## config.mk

```make
export PLATFORM = sky130hd
export DESIGN_NAME = can_bit_timer
export DESIGN_NICKNAME = d
export VERILOG_FILES = /design/src/rtl/can_bit_timer.sv
export SDC_FILE = /design/constraint.sdc
export NUM_CORES = 1
export LEC_CHECK = 0
export BUFFER_PORTS_ARGS = -buffer_cell sky130_fd_sc_hd__buf_2
export CAP_MARGIN = 5
export CELL_PAD_IN_SITES_DETAIL_PLACEMENT = 0
export CELL_PAD_IN_SITES_GLOBAL_PLACEMENT = 1
export CORE_ASPECT_RATIO = 0.75
export CORE_MARGIN = 3
export CORE_UTILIZATION = 35
export CTS_BUF_LIST = sky130_fd_sc_hd__clkbuf_16
export DETAILED_ROUTE_END_ITERATION = 8
export PLACE_DENSITY_LB_ADDON = 0.1
export REMOVE_ABC_BUFFERS = 1
export SYNTH_ARGS = -nofsm -noshare
export SYNTH_HDL_FRONTEND = slang
export SYNTH_SLANG_ARGS = --single-unit
export TNS_END_PERCENT = 20
```

## constraint.sdc

```tcl
create_clock -name clk -period 12 [get_ports clk]
set_input_delay 1.2 -clock clk [delete_from_list [all_inputs] [get_ports clk]]
set_output_delay 1.2 -clock clk [all_outputs]
set_load 0.03 [all_outputs]
```

## src/rtl/can_bit_timer.sv

```systemverilog
module can_bit_timer (
  input  logic        clk,
  input  logic        rst_n,
  input  logic        en,
  input  logic        cfg_we,
  input  logic [31:0] cfg_wdata,
  output logic [31:0] cfg_rdata,
  input  logic        rx,
  output logic        rx_bit,
  output logic        sample_stb,
  output logic        bit_start
);
  localparam logic [31:0] FIELD_MASK = 32'h037F_03FF;

  typedef enum logic [1:0] {PH_SYNC, PH_ONE, PH_TWO} phase_e;

  logic [31:0] cfg_q;
  logic [9:0]  presc, pc;
  logic [3:0]  len1_f;
  logic [2:0]  len2_f;
  logic [1:0]  jump_f;
  phase_e      ph;
  logic [4:0]  qcnt, len, len_eff, jq, ext, shrunk, floor2;
  logic        rs_done, rx_q, tq_end, rs, seg_last;

  assign presc     = cfg_q[9:0];
  assign len1_f    = cfg_q[19:16];
  assign len2_f    = cfg_q[22:20];
  assign jump_f    = cfg_q[25:24];
  assign cfg_rdata = cfg_q;

  assign jq     = 5'(jump_f) + 5'd1;
  assign tq_end = en && (pc == presc);
  assign rs     = en && rx_q && !rx && !rs_done && (ph != PH_SYNC);
  assign floor2 = qcnt + 5'd1;
  assign ext    = (floor2 < jq) ? floor2 : jq;
  assign shrunk = (len > jq) ? len - jq : 5'd0;

  always_comb begin
    len_eff = len;
    if (rs && ph == PH_ONE)      len_eff = len + ext;
    else if (rs && ph == PH_TWO) len_eff = (shrunk > floor2) ? shrunk : floor2;
  end

  assign seg_last   = tq_end && (qcnt == len_eff - 5'd1);
  assign sample_stb = seg_last && (ph == PH_ONE);
  assign bit_start  = en && (ph == PH_SYNC) && (pc == 10'd0);

  always_ff @(posedge clk or negedge rst_n)
    if (!rst_n)                cfg_q <= '0;
    else if (cfg_we && !en)    cfg_q <= cfg_wdata & FIELD_MASK;

  always_ff @(posedge clk or negedge rst_n)
    if (!rst_n) begin
      rx_q   <= 1'b1;
      rx_bit <= 1'b1;
    end else begin
      rx_q <= rx;
      if (sample_stb) rx_bit <= rx;
    end

  always_ff @(posedge clk or negedge rst_n)
    if (!rst_n) begin
      pc      <= '0;
      ph      <= PH_SYNC;
      qcnt    <= '0;
      len     <= 5'd1;
      rs_done <= 1'b0;
    end else if (!en) begin
      pc      <= '0;
      ph      <= PH_SYNC;
      qcnt    <= '0;
      len     <= 5'd1;
      rs_done <= 1'b0;
    end else begin
      pc  <= tq_end ? 10'd0 : pc + 10'd1;
      len <= len_eff;
      if (rs) rs_done <= 1'b1;
      if (tq_end) begin
        if (seg_last) begin
          qcnt <= '0;
          case (ph)
            PH_SYNC: begin ph <= PH_ONE; len <= 5'(len1_f) + 5'd1; end
            PH_ONE:  begin ph <= PH_TWO; len <= 5'(len2_f) + 5'd1; end
            default: begin ph <= PH_SYNC; len <= 5'd1; rs_done <= 1'b0; end
          endcase
        end else begin
          qcnt <= qcnt + 5'd1;
        end
      end
    end

  AST_IDLE_QUIET: assert property (@(posedge clk) disable iff (!rst_n) !en |-> (!sample_stb && !bit_start));
  AST_CFG_FROZEN: assert property (@(posedge clk) disable iff (!rst_n) en |=> $stable(cfg_rdata));
  AST_RSV_ZERO: assert property (@(posedge clk) disable iff (!rst_n) (cfg_rdata & ~FIELD_MASK) == 32'd0);
  AST_RXBIT_HOLD: assert property (@(posedge clk) disable iff (!rst_n) !sample_stb |=> $stable(rx_bit));
  AST_STROBE_EXCL: assert property (@(posedge clk) disable iff (!rst_n) !(sample_stb && bit_start));
  AST_PC_BOUND: assert property (@(posedge clk) disable iff (!rst_n) pc <= presc);
  AST_SEG1_BOUND: assert property (@(posedge clk) disable iff (!rst_n) (ph == PH_ONE) |-> (qcnt < 5'(len1_f) + jq + 5'd1));
  AST_SEG2_BOUND: assert property (@(posedge clk) disable iff (!rst_n) (ph == PH_TWO) |-> (qcnt <= 5'(len2_f)));
endmodule

```

# After elaboration in Yosys (flattened, before gate mapping)
# Cells that the tools add are included.
[op_classes]
reduce_logical = 20
n_lt_le_gt_ge = 3
addsub = 8
n_eq_ne = 6
n_mux = 23
[op_table]
columns = ["cell", "n"]
rows = [
  ["$mux W5", 11],
  ["$mux W10", 2],
  ["$logic_and A1 B1 Y1", 12],
  ["$add A10 B1 Y10 const B", 1],
  ["$eq A10 B10 Y1", 1],
  ["$logic_not A10 Y1", 1],
  ["$pmux W5 S2", 1],
  ["$mux W2", 3],
  ["$add A4 B1 Y5 const B", 1],
  ["$add A5 B1 Y5 const B", 1],
  ["$add A5 B5 Y5", 1],
  ["$eq A5 B5 Y1", 1],
  ["$gt A5 B3 Y1", 1],
  ["$gt A5 B5 Y1", 1],
  ["$lt A5 B3 Y1", 1],
  ["$mux W1", 5],
  ["$sub A5 B1 Y5 const B", 1],
  ["$sub A5 B3 Y5", 1],
  ["$add A3 B1 Y4 const B", 1],
  ["$ne A2 B1 Y1 const B", 2],
  ["$pmux W2 S2", 1],
  ["$add A2 B1 Y3 const B", 1],
  ["$logic_not A1 Y1", 3],
  ["$eq A2 B1 Y1 const B", 1],
  ["5 further kinds", 5],
]
[word_totals]
out_inout_bits = 35
wordCells = 68
ff_bits = 44
input_bits = 37

# Longest topological paths before layout
# Gate-level depths: netlist (run 1).
[depth]
depth_word = 13
mapped_depth = 21
mapped_depth_nobuf = 20

# Least setup slack after synthesis (run 1)
# OpenSTA, ideal clock, no wires.
[synth_timing]
kind = "flip-flop to output port"
startpoint = "register cfg_q[24] (netlist: cfg_rdata[24])"
endpoint = "output port sample_stb"
path_buffers = 0
path_stages_with_launch = 19
t_required_ns = 10.800
setup_slack_ns = 6.280
arrival_ns = 4.520
cell_sequence = "dfrtp_1 > ha_1 > inv_1 > ha_1 > a21boi_0 > o21ai_0 > nand3_1 > a21oi_1 > ha_1 > inv_1 > fa_1 > nand2b_1 > o2bb2ai_1 > and3b_1 > nor3_2 > a21oi_1 > or4_1 > mux2_4 > a2111oi_4"
[synth_between]
elab_chain_len = 11
word_cells_on_any_way = 15
cone_classes = "add/sub: 4; order compare: 3; eq/ne: 1; mux: 5; reduce/logical: 2"
[synth_lines]
columns = ["element", "line_no", "rtl"]
rows = [
  ["start: declaration", "17", "logic [31:0] cfg_q;"],
  ["start signal: assignment", "51", "else if (cfg_we && !en) cfg_q <= cfg_wdata & FIELD_MASK;"],
  ["$add A2 B1 Y3 *", "32", "assign jq = 5'(jump_f) + 5'd1;"],
  ["$sub A5 B3 Y5 / $gt A5 B3 Y1 (equally long branches)", "37", "assign shrunk = (len > jq) ? len - jq : 5'd0;"],
  ["$mux W5", "37", ""],
  ["$gt A5 B5 Y1", "42", "else if (rs && ph == PH_TWO) len_eff = (shrunk > floor2) ? shrunk : floor2;"],
  ["$mux W5 (2 in a row)", "42", ""],
  ["$mux W5 *", "41", "if (rs && ph == PH_ONE) len_eff = len + ext;"],
  ["$sub A5 B1 Y5 *", "45", "assign seg_last = tq_end && (qcnt == len_eff - 5'd1);"],
  ["$eq A5 B5 Y1 *", "45", ""],
  ["$logic_and A1 B1 Y1 *", "45", ""],
  ["$logic_and A1 B1 Y1 *", "46", "assign sample_stb = seg_last && (ph == PH_ONE);"],
  ["end: declaration", "10", "output logic sample_stb,"],
]
# Every way passes the cells marked *; elsewhere a longest branch is shown, timed or not.

# Worst setup path after layout (run 1)
[layout_timing]
startpoint = "register qcnt[0]"
endpoint = "output port sample_stb"
[layout_between]
elab_chain_len = 9
word_cells_on_any_way = 12
cone_classes = "add/sub: 3; order compare: 2; eq/ne: 1; mux: 4; reduce/logical: 2"
[layout_lines]
columns = ["element", "line_no", "rtl"]
rows = [
  ["start: declaration", "23", "logic [4:0] qcnt, len, len_eff, jq, ext, shrunk, floor2;"],
  ["start signal: assignment", "88", "qcnt <= qcnt + 5'd1;"],
  ["$add A5 B1 Y5", "35", "assign floor2 = qcnt + 5'd1;"],
  ["$lt A5 B3 Y1 / $gt A5 B5 Y1 (equally long branches)", "36, 42", ""],
  ["$mux W5 (on tied branches)", "36, 42", ""],
  ["$add A5 B5 Y5 / $mux W5 (equally long branches)", "41, 42", ""],
  ["$mux W5", "41", ""],
  ["$sub A5 B1 Y5", "45", ""],
  ["$eq A5 B5 Y1 *", "45", ""],
  ["$logic_and A1 B1 Y1 *", "45", ""],
  ["$logic_and A1 B1 Y1 *", "46", ""],
]
# Marked as above.

==> impl_metrics.csv, run 1 <==
group,metric,value,unit
cts,post_cts_buffers,0,
hold_path,hold_class,"register to register",
sta,final-setup-viol-count,0,
worst_setup_path,cp_common_cell,"ha_1",
die,die_w,118,um
routing,wl_per_cell,16.0,um
grt,grt_pass1_vias,2431,
cells_and_area,final_common_cell,"buf_2",
die,core-area,0.00878,mm2
sta,fin_crit,6.53,ns
routing,ant_nets,0,
worst_setup_path,crit_path_end_kind,"primary output",
synthesis,ys_async_sr_fraction,1.00,
cells_and_area,fin_nets,448,
synthesis,synthXorXnorAreaFrac,0.0721,
sta,setup_tns,0,ns
sta,max_slew_margin,0.439,
cts,cts_max_path_buffers,2,
placement,place_congestion,0.810,
power_and_ir_drop,pwr-share-seq,0.359,
hold_path,hold_depth,1,
grt,use_met3,0.0307,
flow_run,cap_violations,0,
placement,port_buffers,45,
worst_setup_path,arrival,5.33,ns
worst_setup_path,cp-start-kind,"register",
cts,cts_buffers,5,
status,status,"finished, final reports clean",
power_and_ir_drop,p_clk_frac,0.330,
routing,vias_per_cell,5.15,
cts,cts.clk_slew.worst_paths,0.06,ns
routing,vias,2645,
cts,root_buffer,"clkbuf_16",
synthesis,synth_cell_type_count,69,
synthesis,syn_area_per_cell,9.53,um2
routing,routed_wl,8250,um
synthesis,synth_mux_area_frac,0.106,
cts,clock_latency,0.28,ns
die,rows,29,
grt,grt_pass1_wl,13500,um
power_and_ir_drop,p_int,316,uW
worst_setup_path,cp_cell_sequence,"ha_1, xor2_1, ha_1, o21ai_0, nand3_1, a21oi_1, ha_1, inv_1, fa_1, nand2b_1, o2bb2ai_1, and3b_1, nor3_2, a21oi_1, or4_1, mux2_4, a2111oi_4, buf_2",
placement,dp.cells,506,
cells_and_area,area_growth,14.4,%
sta,finalCritPeriodShare,0.544,
cts,holdBufCountCts,0,
power_and_ir_drop,switching_share,0.343,
sta,fmax,0.153,GHz
synthesis,yosys-top-cells-area,"dfrtp_1 (31%), ha_1 (7.6%), mux2_2 (6.9%)",
grt,gr-max-usage-layer,"met1",
synthesis,synth_compound_area_frac,0.134,
grt,met1_usage,0.265,
worst_setup_path,ff2ff_path_depth,18,
cells_and_area,layout_common_cells,"buf_2 (45), dfrtp_1 (41), nand2_1 (27)",
worst_setup_path,slowest_stage,"dfrtp_1",
sta,tightest_slew,0.839,ns
placement,hpwl,6500,um
cells_and_area,stdcell_count,514,
sta,finalMaxSlewViolations,0,
cells_and_area,diodes,0,
cts,clock-sinks,44,
cts,ctsHtreeMaxLevel,2,
power_and_ir_drop,power_per_cell_area,128,mW/mm2
worst_setup_path,crit_required,10.80,ns
cts,cts.repair.resized,0,
power_and_ir_drop,comb_power_share,0.311,
cts,cts_tree,"done",
die,start_util,0.373,
worst_setup_path,critPathMaxFanout,9,
synthesis,syn_inst,344,
synthesis,yosysWarnings,0,
grt,overflow,0,
synthesis,ys.flop_type,"dfrtp_1",
synthesis,syn_area,0.00328,mm2
sta,rsz0062_at_grt,"false",
synthesis,yosysSeqAreaShare,0.337,
synthesis,synth_top_family_by_area,"simple AND/OR/NAND/NOR gates",
routing,drt_iter0_drc,131,
synthesis,synth_top_area_share,0.313,
power_and_ir_drop,p_leak,0.00168,uW
cells_and_area,layout-drive-gt1-share,0.236,
synthesis,ys_ff_latch,44,
routing,drc,0,
grt,grtUsageTotal,0.155,
synthesis,yosys.area_share.adder,0.0885,
die,die_y,89.8,um
die,dieArea,0.0106,mm2
worst_setup_path,criticalPathCategory,"register to primary output",
grt,grt_max_degree,45,
synthesis,yosys.area_share.simple,0.192,
routing,firstDrtPassIters,4,
grt,antenna_found_initial,0,
worst_setup_path,crit_path_max_incr_delay,0.53,ns
synthesis,synth-edff-count,0,
synthesis,synth.largest_area_cell,"dfrtp_1",
power_and_ir_drop,vdd_ir_drop_max,0.0730,mV
grt,met2_usage,0.198,
die,io_pins,72,
sta,finalClockSkew,0.00364,ns
sta,hold_viol_final,0,
power_and_ir_drop,power.net_switching,165,uW
## worst paths after layout
path | from | to | slack (ns)
min reg2reg | cfg_rdata[9] | cfg_rdata[9] | 0.57
min in group asynchronous | rst_n | qcnt[1] | 0.99
max reg2reg | qcnt[0] | len[0] | 6.75
min | cfg_rdata[9] | cfg_rdata[9] | 0.57
max | qcnt[0] | sample_stb | 5.47
max in group asynchronous | rst_n | len[4] | 10.61
## area by class of cell
type                       instances  area (um2)
clock buffer                       5         125
clock inverter                     3        46.3
fill                             902        5030
inverter                          21        78.8
multi-input combinational        269        1990
sequential                        44        1100
tap                              124         155
timing repair buffer              48         248
## cell families (layout without fill, tap and decap cells)
| family | Yosys count | in the layout |
|---|---|---|
| other | 1 | 14 |
| DFF | 44 | 44 |
| and+or+nand+nor | 116 | 116 |
| xor gates and xnor gates | 27 | 27 |
| adders and majority gates | 22 | 22 |
| buffers and inverters | 44 | 77 |
| muxes | 31 | 31 |
| AOI/OAI and AO/OA | 59 | 59 |
## per-stage QoR
| step | instance area [um2] | setup slack [ns] | hold WS, ns | total power, uW | utilization |
|---|---|---|---|---|---|
| 2_1_floorplan | 3180 | 6.28 | 0.504 | 282 | - |
| 3_3_place_gp | 3580 | 5.82 | 0.536 | 324 | 0.408 |
| 3_5_place_dp | 3580 | 5.82 | 0.550 | 324 | 0.408 |
| 4_1_cts | 3750 | 5.48 | 0.566 | 487 | 0.427 |
| 5_1_grt | 3750 | 5.15 | 0.584 | 510 | 0.427 |
| 6_report | 3750 | 5.47 | 0.567 | 481 | 0.427 |
## power by group through the flow
| stage | Sequential [uW] | Clock, uW | Combinational (uW) |
|---|---|---|---|
| global placement | 175 | 0 | 149 |
| CTS | 173 | 165 | 150 |
| detailed placement | 175 | 0 | 149 |
| finish | 173 | 159 | 150 |
| floorplan | 191 | 0 | 91.3 |
| global route | 175 | 172 | 164 |
## flip-flops by register name (all words and copies together), names as in the netlist
name	flops
cfg_rdata	19
pc	10
len	5
qcnt	5
ph	2
rs_done	1
rx_bit	1
rx_q	1
## critical path, delay by kind of cell (launching register included)
kind                       cells  cell delay (ns)
and+or+nand+nor                5             1.25
adders and majority gates      4             1.23
AOI/OAI and AO/OA              5             1.02
DFF                            1             0.53
xor gates and xnor gates       1             0.40
buffers and inverters          2             0.32
muxes                          1             0.30
## metal layers
| metal | up-vias | part of all wire |
|---|---|---|
| li1 | 1302 | - |
| met1 | 1270 | 0.58 |
| met2 | 69 | 0.37 |
| met3 | 4 | 0.048 |
| met4 | 0 | 0.0027 |
| met5 | - | 0 |
## cells in the mapped netlist, types with 3 or more instances
cell type	count
a21oi_1	10
a31oi_1	3
and2_1	3
and3_1	7
buf_4	13
clkbuf_1	5
dfrtp_1	41
dfstp_2	3
ha_1	20
inv_1	21
mux2_2	20
mux2i_1	8
nand2_1	27
nand2b_1	3
nand3_1	17
nand4_1	6
nor2_1	24
nor2b_1	4
o211ai_1	5
o21ai_0	8
o21ai_1	3
o22ai_1	4
o31ai_1	4
xnor2_1	17
xor2_1	10
(Power assumes the default switching activity.)
==> inputs of run 2 (changes only) <==
clock period = 5.9 ns   (was 12 ns; I/O delays follow)
==> impl_metrics.csv, run 2 (same netlist as run 1, synthesis figures left out) <==
group,metric,value,unit
status,status,"finished, final reports clean",
worst_setup_path,crit_path_max_incr_delay,0.47,ns
placement,dp.cells,510,
grt,grt_max_degree,45,
worst_setup_path,path_delay_family,"simple AND/OR/NAND/NOR gates",
grt,antenna_found_initial,0,
cts,clock_latency,0.29,ns
placement,port_buffers,45,
cells_and_area,layout_common_cells,"buf_2 (44), dfrtp_1 (41), nand2_1 (27)",
sta,rsz0062_at_grt,"false",
placement,hpwl,6580,um
die,rows,29,
worst_setup_path,path_buf_inv,2,
grt,overflow,0,
routing,drc,0,
grt,grt_pass1_wl,13900,um
cts,cts.clk_slew.worst_paths,0.07,ns
die,die_w,118,um
sta,setup_tns,0,ns
worst_setup_path,cp_common_cell,"ha_1",
cts,cts_buffers,5,
die,dieArea,0.0106,mm2
sta,hold_viol_final,0,
hold_path,hold_class,"input port to async pin",
worst_setup_path,crit_path_end_kind,"primary output",
worst_setup_path,cp-start-kind,"register",
power_and_ir_drop,vdd_ir_drop_max,0.145,mV
sta,finalMaxSlewViolations,0,
sta,max_slew_margin,0.425,
routing,ant_nets,0,
grt,grtUsageTotal,0.161,
routing,firstDrtPassIters,4,
routing,vias_per_cell,5.15,
cells_and_area,layout-drive-gt1-share,0.251,
cells_and_area,largest_reg_flops,19,
sta,finalClockSkew,0.00481,ns
routing,wl_per_cell,16.1,um
die,start_util,0.373,
die,io_pins,72,
worst_setup_path,cp_cell_sequence,"ha_1, xor2_1, ha_1, o21ai_1, nand3_2, a21oi_1, ha_1, inv_1, fa_1, nand2b_1, o2bb2ai_1, and3b_1, nor3_2, a21oi_1, or4_1, mux2_4, a2111oi_4, buf_4",
sta,finalCritPeriodShare,0.935,
sta,fin_crit,5.52,ns
worst_setup_path,slowest_stage,"or4_1",
die,core-area,0.00878,mm2
cts,cts_tree,"done",
cts,root_buffer,"clkbuf_16",
cts,cts_max_path_buffers,2,
flow_run,cap_violations,0,
sta,fmax,0.181,GHz
cts,ctsHtreeMaxLevel,2,
cells_and_area,diodes,0,
cells_and_area,final_util,0.434,
cts,cts.repair.resized,0,
die,die_y,89.8,um
cts,post_cts_buffers,0,
routing,drt_iter0_drc,201,
worst_setup_path,crit_required,5.31,ns
worst_setup_path,criticalPathCategory,"register to primary output",
routing,routed_wl,8350,um
sta,tightest_slew,0.860,ns
power_and_ir_drop,power_per_cell_area,257,mW/mm2
cells_and_area,final_common_cell,"buf_2",
cts,clock-sinks,44,
sta,final-setup-viol-count,0,
cells_and_area,stdcell_count,518,
grt,grt_pass1_vias,2571,
sta,holdWs,0.367,ns
power_and_ir_drop,p_leak,0.00171,uW
routing,vias,2667,
worst_setup_path,ff2ff_path_depth,18,
worst_setup_path,arrival,4.93,ns
worst_setup_path,cp_num_cells,18,
cells_and_area,area_growth,16.2,%
placement,place_congestion,0.835,
cts,holdBufCountCts,0,
cells_and_area,fin_nets,452,
worst_setup_path,critPathMaxFanout,6,
-- run 2: path summary, 6_finish.rpt --
kind | from | endpoint | slack (ns)
max | qcnt[1] | sample_stb | 0.38
min | rst_n | qcnt[0] | 0.37
max reg2reg | qcnt[1] | len[0] | 0.97
min reg2reg | cfg_rdata[3] | cfg_rdata[3] | 0.57
max in group asynchronous | rst_n | cfg_rdata[24] | 5.11
min in group clk | rx | rx_q | 0.45
-- run 2: power by group --
group	internal (uW)	switching, uW	leakage [uW]
combinational	121	187	0.00107
sequential	324	27.7	0.000560
clock	199	121	0.0000814
-- run 2: area by class of cell --
cell class	count	area, um2
fillers	882	4970
multi-input cells	269	2020
flip-flops and latches	44	1100
repair buffers	52	280
well taps	124	155
clock buffers	5	125
inverters	21	78.8
clock inverters	3	42.5
-- run 2: worst reg2reg max path: stages (launching register included) --
cell and delay (ns):
dfrtp_1 0.42, ha_1 0.31, xor2_1 0.28, ha_1 0.28, o21ai_1 0.10, nand3_2 0.16
a21oi_1 0.20, ha_1 0.18, inv_1 0.05, fa_1 0.39, nand2b_1 0.16, o2bb2ai_1 0.16
and3b_1 0.20, nor3_2 0.22, a21oi_1 0.13, or4_1 0.47, mux2_4 0.30, a211o_1 0.48
mux2_4 0.36
-- run 2: per-stage QoR --
step / power [uW] / setup slack (ns) / instance area [um2]
2_1_floorplan: 573 / 0.790 / 3180
3_3_place_gp: 658 / 0.468 / 3610
4_1_cts: 985 / 0.177 / 3780
5_1_grt: 1040 / 0.0232 / 3810
6_report: 980 / 0.382 / 3810
3_5_place_dp: 660 / 0.521 / 3610
-- run 2: layer usage --
metal  wire (um)  global-route usage  share of wire
met2        3190               0.215           0.38
met1        4550               0.265           0.55
met4          34              0.0205         0.0041
met3         577              0.0339          0.069
met5           0                   0              0
